## src/rtl/pwr_mode_pkg.sv

```systemverilog
package pwr_mode_pkg;

  typedef enum logic [1:0] {
    PM_NORMAL = 2'd0,
    PM_IDLE   = 2'd1,
    PM_SLEEP  = 2'd2,
    PM_OFF    = 2'd3
  } pm_mode_e;

  typedef enum logic [2:0] {
    PH_STABLE,
    PH_DN_PERIPH,
    PH_DN_CLOCK,
    PH_UP_WAIT,
    PH_UP_LIGHTS
  } pm_phase_e;

  // wake source bit positions
  localparam int unsigned WAKE_SRCS = 5;
  localparam int unsigned WK_TOUCH  = 0;
  localparam int unsigned WK_TIMER  = 1;
  localparam int unsigned WK_KEY    = 2;
  localparam int unsigned WK_CALL   = 3;
  localparam int unsigned WK_PWRKEY = 4;

  function automatic logic entry_legal(pm_mode_e cur, pm_mode_e tgt);
    logic ok;
    ok = 1'b0;
    case (cur)
      PM_NORMAL: ok = (tgt != PM_NORMAL);
      PM_IDLE:   ok = (tgt == PM_SLEEP);
      default:   ok = 1'b0;
    endcase
    return ok;
  endfunction

  function automatic logic [WAKE_SRCS-1:0] wake_mask(pm_mode_e m);
    logic [WAKE_SRCS-1:0] msk;
    msk = '0;
    case (m)
      PM_IDLE: begin
        msk[WK_TOUCH] = 1'b1;
        msk[WK_TIMER] = 1'b1;
        msk[WK_KEY]   = 1'b1;
        msk[WK_CALL]  = 1'b1;
      end
      PM_SLEEP: msk[WK_PWRKEY] = 1'b1;
      default:  msk = '0;
    endcase
    return msk;
  endfunction

endpackage

```

## src/rtl/pm_key_filter.sv

```systemverilog
module pm_key_filter #(
  parameter int unsigned SYNC_STAGES = 2,
  parameter int unsigned MIN_CYC     = 4,
  parameter int unsigned MAX_CYC     = 16
) (
  input  logic clk,
  input  logic rst_n,
  input  logic key_raw,
  output logic short_press
);
  localparam int unsigned CNT_W = $clog2(MAX_CYC + 2);
  localparam logic [CNT_W-1:0] CNT_SAT = CNT_W'(MAX_CYC + 1);
  localparam logic [CNT_W-1:0] CNT_LO  = CNT_W'(MIN_CYC);
  localparam logic [CNT_W-1:0] CNT_HI  = CNT_W'(MAX_CYC);

  logic [SYNC_STAGES-1:0] sync_q;
  logic                   key_lvl;
  logic [CNT_W-1:0]       cnt_q, cnt_d;
  logic                   press_q, press_d;

  assign key_lvl = sync_q[SYNC_STAGES-1];

  always_ff @(posedge clk or negedge rst_n) begin
    if (!rst_n) sync_q <= '0;
    else        sync_q <= (sync_q << 1) | SYNC_STAGES'(key_raw);
  end

  always_comb begin
    cnt_d   = cnt_q;
    press_d = 1'b0;
    if (key_lvl) begin
      if (cnt_q != CNT_SAT) cnt_d = cnt_q + 1'b1;
    end else begin
      cnt_d   = '0;
      press_d = (cnt_q >= CNT_LO) && (cnt_q <= CNT_HI);
    end
  end

  always_ff @(posedge clk or negedge rst_n) begin
    if (!rst_n) begin
      cnt_q   <= '0;
      press_q <= 1'b0;
    end else begin
      cnt_q   <= cnt_d;
      press_q <= press_d;
    end
  end

  assign short_press = press_q;
endmodule

```

## src/rtl/pm_wake_sel.sv

```systemverilog
module pm_wake_sel
  import pwr_mode_pkg::*;
#(
  parameter int unsigned NSRC = WAKE_SRCS
) (
  input  logic [NSRC-1:0] src,
  input  pm_mode_e        mode,
  output logic            hit
);
  logic [WAKE_SRCS-1:0] msk;
  logic [NSRC-1:0]      gated;

  assign msk = wake_mask(mode);

  for (genvar g = 0; g < NSRC; g++) begin : g_src
    assign gated[g] = src[g] & msk[g];
  end

  assign hit = |gated;
endmodule

```

## src/rtl/pm_sequencer.sv

```systemverilog
module pm_sequencer
  import pwr_mode_pkg::*;
(
  input  logic     clk,
  input  logic     rst_n,
  input  logic     req_valid,
  input  pm_mode_e req_mode,
  input  logic     wake_hit,
  input  logic     clk_stable,
  output pm_mode_e cur_mode,
  output pm_mode_e bl_mode,
  output pm_mode_e per_mode,
  output pm_mode_e clk_mode,
  output logic     ack,
  output logic     err,
  output logic     busy
);
  pm_phase_e phase_q, phase_d;
  pm_mode_e  cur_q, cur_d, tgt_q, tgt_d;
  pm_mode_e  bl_q, bl_d, per_q, per_d, clk_q, clk_d;
  logic      ack_q, ack_d, err_q, err_d;
  logic      step_en;

  assign step_en = (phase_q != PH_STABLE) || wake_hit || req_valid;

  always_comb begin
    phase_d = phase_q;
    cur_d   = cur_q;
    tgt_d   = tgt_q;
    bl_d    = bl_q;
    per_d   = per_q;
    clk_d   = clk_q;
    ack_d   = 1'b0;
    err_d   = err_q;
    case (phase_q)
      PH_STABLE: begin
        if (wake_hit) begin
          clk_d   = PM_NORMAL;
          phase_d = PH_UP_WAIT;
        end else if (req_valid) begin
          if (entry_legal(cur_q, req_mode)) begin
            tgt_d   = req_mode;
            bl_d    = req_mode;
            phase_d = PH_DN_PERIPH;
          end else begin
            ack_d = 1'b1;
            err_d = 1'b1;
          end
        end
      end
      PH_DN_PERIPH: begin
        per_d   = tgt_q;
        phase_d = PH_DN_CLOCK;
      end
      PH_DN_CLOCK: begin
        clk_d   = tgt_q;
        cur_d   = tgt_q;
        ack_d   = 1'b1;
        phase_d = PH_STABLE;
      end
      PH_UP_WAIT: begin
        if (clk_stable) begin
          per_d   = PM_NORMAL;
          phase_d = PH_UP_LIGHTS;
        end
      end
      PH_UP_LIGHTS: begin
        bl_d    = PM_NORMAL;
        cur_d   = PM_NORMAL;
        phase_d = PH_STABLE;
      end
      default: phase_d = PH_STABLE;
    endcase
  end

  always_ff @(posedge clk or negedge rst_n) begin
    if (!rst_n) begin
      phase_q <= PH_STABLE;
      cur_q   <= PM_NORMAL;
      tgt_q   <= PM_NORMAL;
      bl_q    <= PM_NORMAL;
      per_q   <= PM_NORMAL;
      clk_q   <= PM_NORMAL;
      err_q   <= 1'b0;
    end else if (step_en) begin
      phase_q <= phase_d;
      cur_q   <= cur_d;
      tgt_q   <= tgt_d;
      bl_q    <= bl_d;
      per_q   <= per_d;
      clk_q   <= clk_d;
      err_q   <= err_d;
    end
  end

  always_ff @(posedge clk or negedge rst_n) begin
    if (!rst_n) ack_q <= 1'b0;
    else        ack_q <= ack_d;
  end

  assign cur_mode = cur_q;
  assign bl_mode  = bl_q;
  assign per_mode = per_q;
  assign clk_mode = clk_q;
  assign ack      = ack_q;
  assign err      = err_q;
  assign busy     = (phase_q != PH_STABLE);
endmodule

```

## src/rtl/pwr_mode_ctrl.sv

```systemverilog
module pwr_mode_ctrl
  import pwr_mode_pkg::*;
#(
  parameter int unsigned RST_SYNC_STAGES = 2,
  parameter int unsigned KEY_SYNC_STAGES = 2,
  parameter int unsigned KEY_MIN_CYC     = 4,
  parameter int unsigned KEY_MAX_CYC     = 16
) (
  input  logic       clk,
  input  logic       rst_n,
  input  logic       req_valid,
  input  logic [1:0] req_mode,
  output logic       req_ack,
  output logic       req_err,
  input  logic       wake_touch,
  input  logic       wake_timer,
  input  logic       wake_key,
  input  logic       wake_call,
  input  logic       pwr_key,
  input  logic       clk_stable,
  output logic       clk_sel_slow,
  output logic       core_clk_en,
  output logic       kbd_bl_en,
  output logic       lcd_bl_en,
  output logic       periph_pwr_en,
  output logic       modem_pwr_en,
  output logic [1:0] mode_status
);
  logic [RST_SYNC_STAGES-1:0] rst_pipe;
  logic                       rst_int_n;
  logic                       key_press;
  logic [WAKE_SRCS-1:0]       wake_src;
  logic                       wake_hit;
  logic                       seq_busy;
  pm_mode_e                   cur_mode, bl_mode, per_mode, clk_mode;

  always_ff @(posedge clk or negedge rst_n) begin
    if (!rst_n) rst_pipe <= '0;
    else        rst_pipe <= (rst_pipe << 1) | RST_SYNC_STAGES'(1);
  end
  assign rst_int_n = rst_pipe[RST_SYNC_STAGES-1];

  pm_key_filter #(
    .SYNC_STAGES (KEY_SYNC_STAGES),
    .MIN_CYC     (KEY_MIN_CYC),
    .MAX_CYC     (KEY_MAX_CYC)
  ) u_key (
    .clk         (clk),
    .rst_n       (rst_int_n),
    .key_raw     (pwr_key),
    .short_press (key_press)
  );

  always_comb begin
    wake_src            = '0;
    wake_src[WK_TOUCH]  = wake_touch;
    wake_src[WK_TIMER]  = wake_timer;
    wake_src[WK_KEY]    = wake_key;
    wake_src[WK_CALL]   = wake_call;
    wake_src[WK_PWRKEY] = key_press;
  end

  pm_wake_sel #(.NSRC(WAKE_SRCS)) u_wake (
    .src  (wake_src),
    .mode (cur_mode),
    .hit  (wake_hit)
  );

  pm_sequencer u_seq (
    .clk        (clk),
    .rst_n      (rst_int_n),
    .req_valid  (req_valid),
    .req_mode   (pm_mode_e'(req_mode)),
    .wake_hit   (wake_hit),
    .clk_stable (clk_stable),
    .cur_mode   (cur_mode),
    .bl_mode    (bl_mode),
    .per_mode   (per_mode),
    .clk_mode   (clk_mode),
    .ack        (req_ack),
    .err        (req_err),
    .busy       (seq_busy)
  );

  always_comb begin
    lcd_bl_en     = (bl_mode == PM_NORMAL);
    kbd_bl_en     = (bl_mode == PM_NORMAL);
    periph_pwr_en = (per_mode == PM_NORMAL) || (per_mode == PM_IDLE);
    modem_pwr_en  = (per_mode != PM_OFF);
    core_clk_en   = (clk_mode == PM_NORMAL);
    clk_sel_slow  = (clk_mode == PM_SLEEP) || (clk_mode == PM_OFF);
  end

  assign mode_status = cur_mode;
endmodule

```

## config.mk

```make
export PLATFORM = sky130hd
export DESIGN_NAME = pwr_mode_ctrl
export DESIGN_NICKNAME = d
export VERILOG_FILES = /design/src/rtl/pwr_mode_pkg.sv /design/src/rtl/pm_key_filter.sv /design/src/rtl/pm_wake_sel.sv /design/src/rtl/pm_sequencer.sv /design/src/rtl/pwr_mode_ctrl.sv
export SDC_FILE = /design/constraint.sdc
export NUM_CORES = 1
export LEC_CHECK = 0
export BUFFER_PORTS_ARGS = -buffer_cell sky130_fd_sc_hd__buf_2
export CORE_ASPECT_RATIO = 0.8
export CORE_MARGIN = 2
export CORE_UTILIZATION = 45
export DETAILED_ROUTE_END_ITERATION = 16
export PLACE_DENSITY = 0.73
export SLEW_MARGIN = 20
export SYNTH_ARGS = -nofsm -noshare
export SYNTH_HDL_FRONTEND = slang
export SYNTH_SLANG_ARGS = --single-unit
```

## constraint.sdc

```tcl
create_clock -name clk -period 1.87 [get_ports clk]
set_clock_uncertainty 0.2 [all_clocks]
set_input_delay 0.187 -clock clk [delete_from_list [all_inputs] [get_ports clk]]
set_output_delay 0.187 -clock clk [all_outputs]
set_load 0.05 [all_outputs]
```

==> Word-level counts from Yosys, hierarchy flattened <==
Cells that the tools add are included.
{ "totals": {"out_inout_bits": 10, "elab_cells": 94, "in_bits": 11, "register_bits": 25} }
{ "classes": {"n_reduce_logical": 24, "n_eq_ne": 20, "mux": 27, "n_bitwise": 8, "n_addsub": 1, "n_lt_le_gt_ge": 2} }
{ "op_table": {"columns": ["op", "n"], "rows": [
  ["$pmux 2 s2", 4],
  ["$reduce_and 5->1", 3],
  ["$mux 3", 4],
  ["$mux 2", 5],
  ["$mux 5", 2],
  ["$ne 2x2->1 const B", 5],
  ["$reduce_bool 2->1", 5],
  ["$pmux 3 s3", 1],
  ["$eq 2x2->1 const B", 4],
  ["$logic_not 2->1", 4],
  ["$mux 1", 8],
  ["$eq 3x2->1 const B", 2],
  ["$reduce_and 3->1", 2],
  ["$add 5x1->5 const B", 1],
  ["$and 1x1->1", 5],
  ["$ge 5x3->1 const B", 1],
  ["$le 5x5->1 const B", 1],
  ["$ne 5x5->1 const B", 1],
  ["$reduce_or 5->1", 1],
  ["$eq 2x1->1 const B", 2],
  ["$logic_or 1x1->1", 4],
  ["$mux 4", 1],
  ["$ne 2x1->1 const B", 2],
  ["$pmux 1 s2", 2],
  ["11 further kinds", 12]
]} }

==> Longest topological paths before layout <==
Gate-level depths: netlist of the first run.
{ "depth": {"depth_word": 10, "depth_mapped": 6, "ltp_nobuf": 6} }

==> Hierarchy <==
From an unflattened synthesis of the first run, not the netlist that was laid out.
{ "hier_totals": {"hier_cells": 114, "hier_area_um2": 1242.4} }
{ "by_module_without_submodules": {"columns": ["mod", "cells_per_inst", "area_per_inst_um2", "instances", "seq_area_each_um2"], "rows": [
  ["pm_sequencer", 66, 728.2, 1, 375.4],
  ["pm_key_filter", 36, 405.4, 1, 200.2],
  ["pwr_mode_ctrl", 9, 80.1, 1, 50.0],
  ["pm_wake_sel", 3, 28.8, 1, 0.0]
]} }

==> Least setup slack after synthesis of the first run <==
No wires, ideal clock.
{ "synth_timing": {"kind": "register to register", "startpoint": "register u_seq.cur_q[1], in the netlist u_seq.cur_mode[1]", "endpoint": "register u_seq.tgt_q[1]", "path_slack_ns": -0.143, "arrival_time_ns": 1.688, "path_stages_with_launch": 5, "path_buffers": 0, "synth_period_minus_slack_ns": 2.013, "setup_ns": 0.125, "required_time_ns": 1.545, "cell_sequence": "dfrtp_1 > and2b_2 > a221oi_4 > nand2_2 > mux2_4"} }
{ "synth_between": {"elab_chain_len": 7, "elab_cells_between_ends": 19, "cone_classes": "2 x eq/ne; 6 x mux; 6 x bitwise; 5 x reduce/logical"} }
{ "synth_lines": {"columns": ["element", "line", "text"], "rows": [
  ["start: declaration", "pm_sequencer.sv:19", "pm_mode_e cur_q, cur_d, tgt_q, tgt_d;"],
  ["start signal: assignment", "pm_sequencer.sv:87", "cur_q <= cur_d;"],
  ["$eq 2x1->1 / $eq 2x2->1 (equally long branches)", "pwr_mode_pkg.sv:29, pwr_mode_pkg.sv:40", null],
  ["$mux 4 / $mux 1 (equally long branches)", "pwr_mode_pkg.sv:40", "case (m)"],
  ["$and 1x1->1", "pm_wake_sel.sv:16", "assign gated[g] = src[g] & msk[g];"],
  ["$reduce_or 5->1", "pm_wake_sel.sv:19", "assign hit = |gated;"],
  ["$logic_or 1x1->1 (2 in series)", "pm_sequencer.sv:24", "assign step_en = (phase_q != PH_STABLE) || wake_hit || req_valid;"],
  ["$reduce_and 5->1 (no line) *", null, null],
  ["end signal: assignment", "pm_sequencer.sv:88", "tgt_q <= tgt_d;"],
  ["end: declaration", "pm_sequencer.sv:19", null]
]} }
Every way passes the cells marked *; elsewhere a longest branch is shown, timed or not. The select of a mux whose other input is x is not followed.
A chain may end at the register's enable or synchronous reset.

==> Worst setup path after layout of the first run <==
{ "layout_timing": {"startpoint": "input port req_mode[0]", "endpoint": "register u_seq.tgt_q[1]"} }
{ "layout_between": {"elab_chain_len": 6, "elab_cells_between_ends": 7, "cone_classes": "1 x eq/ne; 4 x mux; 2 x reduce/logical"} }
{ "layout_lines": {"columns": ["element", "line", "text"], "rows": [
  ["start: declaration", "pwr_mode_ctrl.sv:12", "input logic [1:0] req_mode,"],
  ["$eq 2x2->1 / $reduce_bool 2->1 (equally long branches)", "pwr_mode_pkg.sv:31, pwr_mode_pkg.sv:30", null],
  ["$pmux 1 s2 *", "pwr_mode_pkg.sv:29", "case (cur)"],
  ["$mux 1 *", "pm_sequencer.sv:40", "end else if (req_valid) begin"],
  ["$mux 1 *", "pm_sequencer.sv:37", "if (wake_hit) begin"],
  ["$mux 1 *", "pm_sequencer.sv:35", "case (phase_q)"],
  ["$reduce_and 5->1 (no line) *", null, null]
]} }
Marked as above.

==> results of run 1 <==
==> cell usage after synthesis (all sizes together), types with 3 or more instances <==
cell | count | area, sq um
a21oi | 3 | 15.0
a22o | 3 | 27.5
a22oi | 3 | 22.5
and2 | 3 | 18.8
dfrtp | 25 | 626
ha | 3 | 37.5
inv | 6 | 22.5
nand2 | 5 | 21.3
nand2b | 3 | 18.8
nand3 | 5 | 25.0
nor2 | 8 | 30.0
nor2b | 3 | 18.8
o21ai | 7 | 35.0
or2b | 3 | 26.3
xnor2 | 3 | 26.3
==> timing repair <==
item,in CTS,in global routing
gates resized for setup,0,2
endpoints found under the hold margin,8,0
setup endpoints to repair,0,3
hold buffers,6,0
==> kinds of logic after synthesis <==
| kind of cell | after synthesis | synth area share, % |
|---|---|---|
| buffers and inverters | 10 | 4.12 |
| multiplexers | 3 | 2.96 |
| other | 1 | 0.317 |
| AND/OR/NAND/NOR | 36 | 17.8 |
| AO/OA/AOI/OAI | 25 | 16.6 |
| XOR/XNOR | 3 | 2.22 |
| flip-flops | 25 | 52.9 |
| adder cells (fa/ha/maj) | 3 | 3.17 |
==> critical path, stage by stage <==
cell,delay [ns]
dlygate4sd3_1,0.53
buf_2,0.12
or2b_4,0.28
a221oi_4,0.30
nand2_2,0.10
mux2_4,0.30
==> routing by layer <==
layer,track usage [%],part of all wire [%],vias up
met5,0,0,-
met4,3.19,0.85,0
met3,5.51,7.2,5
met2,23.9,44,28
met1,23.9,48,425
li1,-,-,427
==> layout make-up <==
class                      count  area (sq um)  area share [%]
clock buffer                   3          22.5            1.57
multi-input combinational     71           514            35.7
tap                           36          45.0            3.13
timing repair buffer          31           201            14.0
inverter                       6          22.5            1.57
sequential                    25           628            43.7
clock inverter                 1          5.00           0.348
==> sequential cells by signal, summed over array words and instances (netlist names) <==
register / count
u_key.cnt_q: 5
u_seq.phase_q: 3
rst_pipe: 2
u_key.sync_q: 2
u_seq.bl_mode: 2
u_seq.clk_mode: 2
u_seq.cur_mode: 2
u_seq.per_mode: 2
u_seq.tgt_q: 2
u_key.short_press: 1
u_seq.ack: 1
u_seq.err: 1
==> worst max-delay path by stage <==
| stage | from | to | slack, ns | depth (start not counted) |
|---|---|---|---|---|
| after floorplan | u_seq.cur_mode[1] | u_seq.tgt_q[1] | 0.01 | 4 |
| after global placement | wake_touch | u_seq.tgt_q[1] | -0.006 | 5 |
| after detailed placement | wake_touch | u_seq.tgt_q[1] | -0.03 | 5 |
| after CTS | req_mode[0] | u_seq.tgt_q[1] | 0.03 | 6 |
| after global routing | req_mode[1] | u_seq.tgt_q[1] | 0.05 | 6 |
| final | req_mode[0] | u_seq.tgt_q[1] | 0.07 | 6 |
==> where the power goes <==
group | internal (mW) | switching, mW | leakage, nW
combinational | 0.320 | 0.533 | 0.338
clock | 0.0803 | 0.159 | 0.0177
sequential | 0.673 | 0.130 | 0.309
==> results.cfg, run 1 <==
[synth]
ys_seq_elements = 25
netlist_area_sq_mm = 0.00118
ys_warn_count = 0
synth_cells = 106
syn_avg_cell_area_sq_um = 11.2
yosys_most_used_dff = dfrtp_1
synth-edff-count = 0
syn-num-nets = 120
ys_seq_area_share_pct = 52.9
synth_cell_types = 36
async_reset_ff_share_pct = 100

[setup_path]
critPathMaxFanout = 3
arrival_ns = 1.83
cp-start-kind = primary input
end_kind = flip-flop
cp.required_ns = 1.90
rrSetupSlack_ns = 0.12
r2r-end = u_seq.tgt_q[1]
worstRegToRegCells = 4
r2r_start = u_seq.cur_mode[1]
path_class = in -> reg

[placed_design]
hpwlAfterDp_um = 1670
place_area_sq_mm = 0.00135
dp_cells = 163
dp_slack_ns = -0.0317
gp_congestion = 0.813
io_buffers = 20

[clock_tree]
postCtsSetupBuffers = 0
cts.path.max_buffers = 2
htree_levels = 1
clock_latency_ns = 0.33
tritoncts = yes
cts_buffers = 3
cts_root_buf = clkbuf_4
cts.sinks = 25
path_clk_slew_ns = 0.14

[status]
violations = negative hold slack
status = finished, violations left

[hold_path]
hp-class = reg -> async

[timing]
slew_violations = 0
finalSetupTns_ns = 0
rsz0062_at_grt = false
max_freq_mhz = 555
whs_ns = -0.0114
layout_min_cycle_time_ns = 1.80
finalHoldViolCount = 6
final.period_utilization_pct = 96.4
setup_viol = 0
final.setup.worst_slack_ns = 0.0674

[cells_and_area]
diodes = 0
final_cell_mix = dfrtp_1 (23), buf_2 (20), nor2_1 (8)
final_area_sq_mm = 0.00144
instances_no_fill = 173
area_delta_synth_final_pct = 21.6
post-route-util_pct = 58.0
fill_cells = 215
final_net_count = 152
final_layout_size_suffix_gt1_share_pct = 30.7
layout_commonest_cell = dfrtp_1

[route]
wl_per_cell_um = 12.9
via_per_inst = 5.12
drc = 0
drtIter0Drc = 29
routed_wl_um = 2240
vias = 885
final_antenna_net_count = 0
firstDrtPassIters = 4

[floorplan]
core_sq_mm = 0.00248
fp.dieH_um = 49.9
die_w_um = 61.3
initial_core_util_pct = 47.7
core.rowCount = 16
dieArea_sq_mm = 0.00306
top_level_ports = 21

[global_routing]
grt_first_pass_wirelength_um = 3710
grt_max_degree = 15
overflow = 0
grt_pass1_vias = 790
grt_use_total_pct = 16.4
grt_antenna_before_repair = 0

[flow_run]
maxCapViolCount = 0

[power]
leakage_nw = 0.665
fin_total_pwr_mw = 1.90
p_per_area_mw_per_mm2 = 1320
ir_drop_mv = 0.643
(Power assumes the default switching activity.)
==> run 2: changes to the inputs <==
RECOVER_POWER = 100   (was default)
==> run 2 against run 1 <==
The run still ends with negative hold slack left. Hold slack got worse by 0.00060 ns. Flip-flop and latch count did not move. Register-to-register slack worse by 0.03 ns. Fmax is 1.7% lower. Total power decreased by 1.3%. First-iteration DRC count increased by 28%. Routed wire length increased by 1.3%. Die area unchanged. Non-clock buffer count stayed put. Via count decreased by 0.11%. Largest cell class unchanged.
==> results.cfg, run 2 (same netlist as run 1, synthesis figures left out) <==
[status]
status = finished, violations left
violations = negative hold slack

[floorplan]
core.rowCount = 16
die_w_um = 61.3
fp.dieH_um = 49.9
dieArea_sq_mm = 0.00306
core_sq_mm = 0.00248
top_level_ports = 21
initial_core_util_pct = 47.7

[route]
wl_per_cell_um = 13.1
routed_wl_um = 2270
final_antenna_net_count = 0
drc = 0
via_per_inst = 5.11
drtIter0Drc = 37
firstDrtPassIters = 4
vias = 884

[timing]
worst_pin_slew_ns = 0.618
max_freq_mhz = 545
layout_min_cycle_time_ns = 1.83
final.period_utilization_pct = 98.0
finalSetupTns_ns = 0
rsz0062_at_grt = false
setup_viol = 0
finalHoldViolCount = 6
whs_ns = -0.0120
slew_violations = 0
slew_headroom_pct = 58.8

[cells_and_area]
post-route-util_pct = 57.1
top_regs = u_key.cnt_q: 5 flops, u_seq.phase_q: 3 flops
final_layout_size_suffix_gt1_share_pct = 21.2
layout_commonest_cell = dfrtp_1
largest_reg_flops = 5
regMostFlops = u_key.cnt_q
diodes = 0
final_cell_mix = dfrtp_1 (24), buf_2 (10), clkbuf_1 (9)
final_area_sq_mm = 0.00142
area_delta_synth_final_pct = 19.8
final_net_count = 152
instances_no_fill = 173

[clock_tree]
htree_levels = 1
cts.sinks = 25
tritoncts = yes
clock_latency_ns = 0.32
path_clk_slew_ns = 0.14
cts_buffers = 3
cts_root_buf = clkbuf_4
cts.path.max_buffers = 2
postCtsSetupBuffers = 0

[placed_design]
dp_cells = 163
io_buffers = 20
hpwlAfterDp_um = 1670
gp_congestion = 0.813
place_area_sq_mm = 0.00135

[setup_path]
cp-start-kind = primary input
end_kind = flip-flop
endpoint = u_seq.tgt_q[1]
rrSetupSlack_ns = 0.09
setup.worst_path.start = req_mode[0]
path_class = in -> reg
r2r_start = u_seq.cur_mode[0]
arrival_ns = 1.86
critPathMaxFanout = 3
r2r-end = u_seq.tgt_q[1]
worstRegToRegCells = 4
cp.required_ns = 1.90

[global_routing]
overflow = 0
grt_first_pass_wirelength_um = 3710
grt_use_total_pct = 16.4
grt_pass1_vias = 790
grt_antenna_before_repair = 0
grt_max_degree = 15

[power]
ir_drop_mv = 0.643
p_per_area_mw_per_mm2 = 1320
leakage_nw = 0.641

[hold_path]
hp-class = reg -> async

[flow_run]
maxCapViolCount = 0
-- run 2: cell types whose count changed in the layout (fill, tap and decap cells not counted), sizes merged --
cell | previous run | this run
clkbuf | 3 | 15
buf | 25 | 13
-- run 2: metal layers --
| layer | GRT usage, % | vias to the layer above | part of all wire [%] |
|---|---|---|---|
| met5 | 0 | - | 0 |
| li1 | - | 428 | - |
| met2 | 23.9 | 22 | 45 |
| met1 | 23.9 | 429 | 49 |
| met3 | 5.51 | 5 | 4.9 |
| met4 | 3.19 | 0 | 0.84 |
-- run 2: layout make-up --
| cell class | instances | area (sq um) |
|---|---|---|
| clock inverters | 1 | 5.00 |
| clock buffers | 3 | 22.5 |
| inverters | 6 | 22.5 |
| multi-input cells | 71 | 510 |
| well taps | 36 | 45.0 |
| fillers | 223 | 1060 |
| flip-flops and latches | 25 | 627 |
| repair buffers | 31 | 185 |
-- run 2: how the worst min path moves through the flow --
stage	to	slack, ns	cells past startpoint
2_1_floorplan	rst_pipe[0]	-0.31	0
3_3_place_gp	rst_pipe[0]	-0.23	1
3_5_place_dp	rst_pipe[0]	-0.23	1
4_1_cts	u_seq.bl_mode[1]	0.02	0
5_1_grt	u_seq.phase_q[1]	0.06	0
6_report	u_seq.bl_mode[1]	-0.01	0
-- run 2: through the flow --
step	power, mW	setup slack, ns
5_1_grt	2.00	0.0375
2_1_floorplan	1.43	0.0145
6_report	1.87	0.0366
3_3_place_gp	1.63	-0.00571
3_5_place_dp	1.65	-0.0317
4_1_cts	1.90	0.0294
-- run 2: power by group --
part | leakage (nW) | internal, mW | switching (mW)
combinational | 0.313 | 0.294 | 0.534
sequential | 0.310 | 0.672 | 0.132
clock | 0.0177 | 0.0802 | 0.160
total | 0.641 | 1.05 | 0.827
-- run 2: timing repair --
action	4_1_cts	5_1_grt
resized for setup	0	2
hold buffers	6	0
setup endpoints to repair	0	3
endpoints found under the hold margin	8	0
-- run 2: critical path, stage by stage --
cell,delay (ns)
dlygate4sd3_1,0.54
buf_2,0.13
or2b_4,0.28
a221oi_4,0.28
nand2_1,0.13
mux2_4,0.31
==> run 3: changes to the inputs <==
CORE_MARGIN = 4   (was 2)
==> run 3 against run 2 <==
The flow still finishes with violations (negative hold slack). Via count shrank 2.0%. Total power shrank 0.18%. Utilization shrank 0.050 points. Sequential share of layout area grew 0.13 points. Flip-flop and latch count is the same. Global-route usage shrank 2.4 points. Cell count is the same. Combinational power shrank 0.5%. Non-clock buffer count is the same. Critical path depth is the same.
==> results.cfg, run 3 (same netlist as run 1, synthesis figures left out) <==
[cells_and_area]
top_regs = u_key.cnt_q: 5 flops, u_seq.phase_q: 3 flops
diodes = 0
final_net_count = 152
largest_reg_flops = 5
layout_commonest_cell = dfrtp_1
final_layout_size_suffix_gt1_share_pct = 21.9
instances_no_fill = 173
final_area_sq_mm = 0.00142
area_delta_synth_final_pct = 19.7
regMostFlops = u_key.cnt_q
final_cell_mix = dfrtp_1 (23), buf_2 (10), clkbuf_1 (10)

[clock_tree]
cts.path.max_buffers = 2
cts_buffers = 3
cts_root_buf = clkbuf_4
htree_levels = 1
path_clk_slew_ns = 0.13
tritoncts = yes
cts.sinks = 25
postCtsSetupBuffers = 0
clock_latency_ns = 0.32

[route]
firstDrtPassIters = 4
via_per_inst = 5.01
drtIter0Drc = 17
wl_per_cell_um = 13.1
drc = 0
final_antenna_net_count = 0
routed_wl_um = 2260
vias = 866

[setup_path]
crit_chain = dlygate4sd3_1, buf_2, or2b_4, a221oi_4, nand2_2, mux2_4
critPathMaxFanout = 3
r2r_start = u_seq.cur_mode[0]
path_class = in -> reg
cp-start-kind = primary input
rrSetupSlack_ns = 0.14
cp.buffers_inverters = 2
cp_top_family = buffers and inverters
critPathSlowestCell = dlygate4sd3_1
r2r-end = u_seq.tgt_q[1]
arrival_ns = 1.82
worstRegToRegCells = 4
cp.required_ns = 1.90
end_kind = flip-flop
cp_slowest_stage_delay_ns = 0.53

[placed_design]
gp_congestion = 0.805
io_buffers = 20
place_area_sq_mm = 0.00135
dp_cells = 163
hpwlAfterDp_um = 1720

[power]
p_per_area_mw_per_mm2 = 1320
ir_drop_mv = 0.701
leakage_nw = 0.636
fin_total_pwr_mw = 1.87

[floorplan]
die_w_um = 65.3
core_sq_mm = 0.00248
dieArea_sq_mm = 0.00352
top_level_ports = 21
initial_core_util_pct = 47.7
fp.dieH_um = 53.9
core.rowCount = 16

[timing]
slew_violations = 0
worst_pin_slew_ns = 0.632
setup_viol = 0
layout_min_cycle_time_ns = 1.80
max_freq_mhz = 557
slew_headroom_pct = 57.8
finalSetupTns_ns = 0
finalHoldViolCount = 7
whs_ns = -0.0105
final.period_utilization_pct = 96.1
rsz0062_at_grt = false

[global_routing]
grt_antenna_before_repair = 0
grt_max_degree = 15
overflow = 0
grt_first_pass_wirelength_um = 3660
grt_pass1_vias = 820
grt_use_total_pct = 14.1

[status]
status = finished, violations left
violations = negative hold slack

[hold_path]
hp-class = reg -> async

[flow_run]
maxCapViolCount = 0
-- run 3: cell types whose count changed in the layout (fill, tap and decap cells not counted) --
cell / change
nand2_1: -1
clkbuf_1: +1
dfrtp_2: +1
nand2_2: +1
buf_6: -1
clkbuf_2: -1
buf_4: +1
dfrtp_1: -1
-- run 3: layout make-up --
| cell class | instances | area, sq um |
|---|---|---|
| timing repair buffer | 31 | 180 |
| clock buffer | 3 | 22.5 |
| inverter | 6 | 22.5 |
| fill | 236 | 1070 |
| clock inverter | 1 | 5.00 |
| tap | 36 | 45.0 |
| multi-input combinational | 71 | 513 |
| sequential | 25 | 628 |
-- run 3: through the flow --
stage | worst slack [ns] | utilization (%)
after global routing | 0.0379 | 57.1
final | 0.0736 | 57.1
after global placement | -0.00559 | 54.2
after detailed placement | -0.0193 | 54.2
after floorplan | 0.0145 | -
after CTS | 0.0168 | 57.7
-- run 3: where the power goes --
part | internal [mW] | total [mW] | switching [mW]
clock network | 0.0803 | 0.238 | 0.158
logic | 0.290 | 0.824 | 0.534
registers | 0.674 | 0.808 | 0.134
total | 1.04 | 1.87 | 0.825
-- run 3: worst max path at each step --
stage / from / end / slack, ns / cells past startpoint
after floorplan: u_seq.cur_mode[1] / u_seq.tgt_q[1] / 0.01 / 4
after global placement: wake_touch / u_seq.tgt_q[1] / -0.006 / 5
after detailed placement: wake_touch / u_seq.tgt_q[1] / -0.02 / 5
after CTS: req_mode[0] / u_seq.tgt_q[1] / 0.02 / 6
after global routing: req_mode[0] / u_seq.tgt_q[1] / 0.04 / 6
final: req_mode[0] / u_seq.tgt_q[1] / 0.07 / 6
-- run 3: worst reg2reg max path, cell delays in order, from the launching register on --
cell and delay [ns]:
dfrtp_2 0.46, or2b_4 0.28, a221oi_4 0.28, nand2_2 0.11, mux2_4 0.31
-- run 3: timing repair --
action,4_1_cts,5_1_grt
setup endpoints to repair,0,3
hold buffers,6,0
resized for setup,0,1
endpoints found under the hold margin,8,0
-- run 3: metal layers --
layer	up-vias	GRT usage [%]	share of wire, %
li1	428	-	-
met1	412	18.4	48
met2	22	22.7	45
met3	4	4.38	5.7
met4	0	4.14	0.88
met5	-	0	0
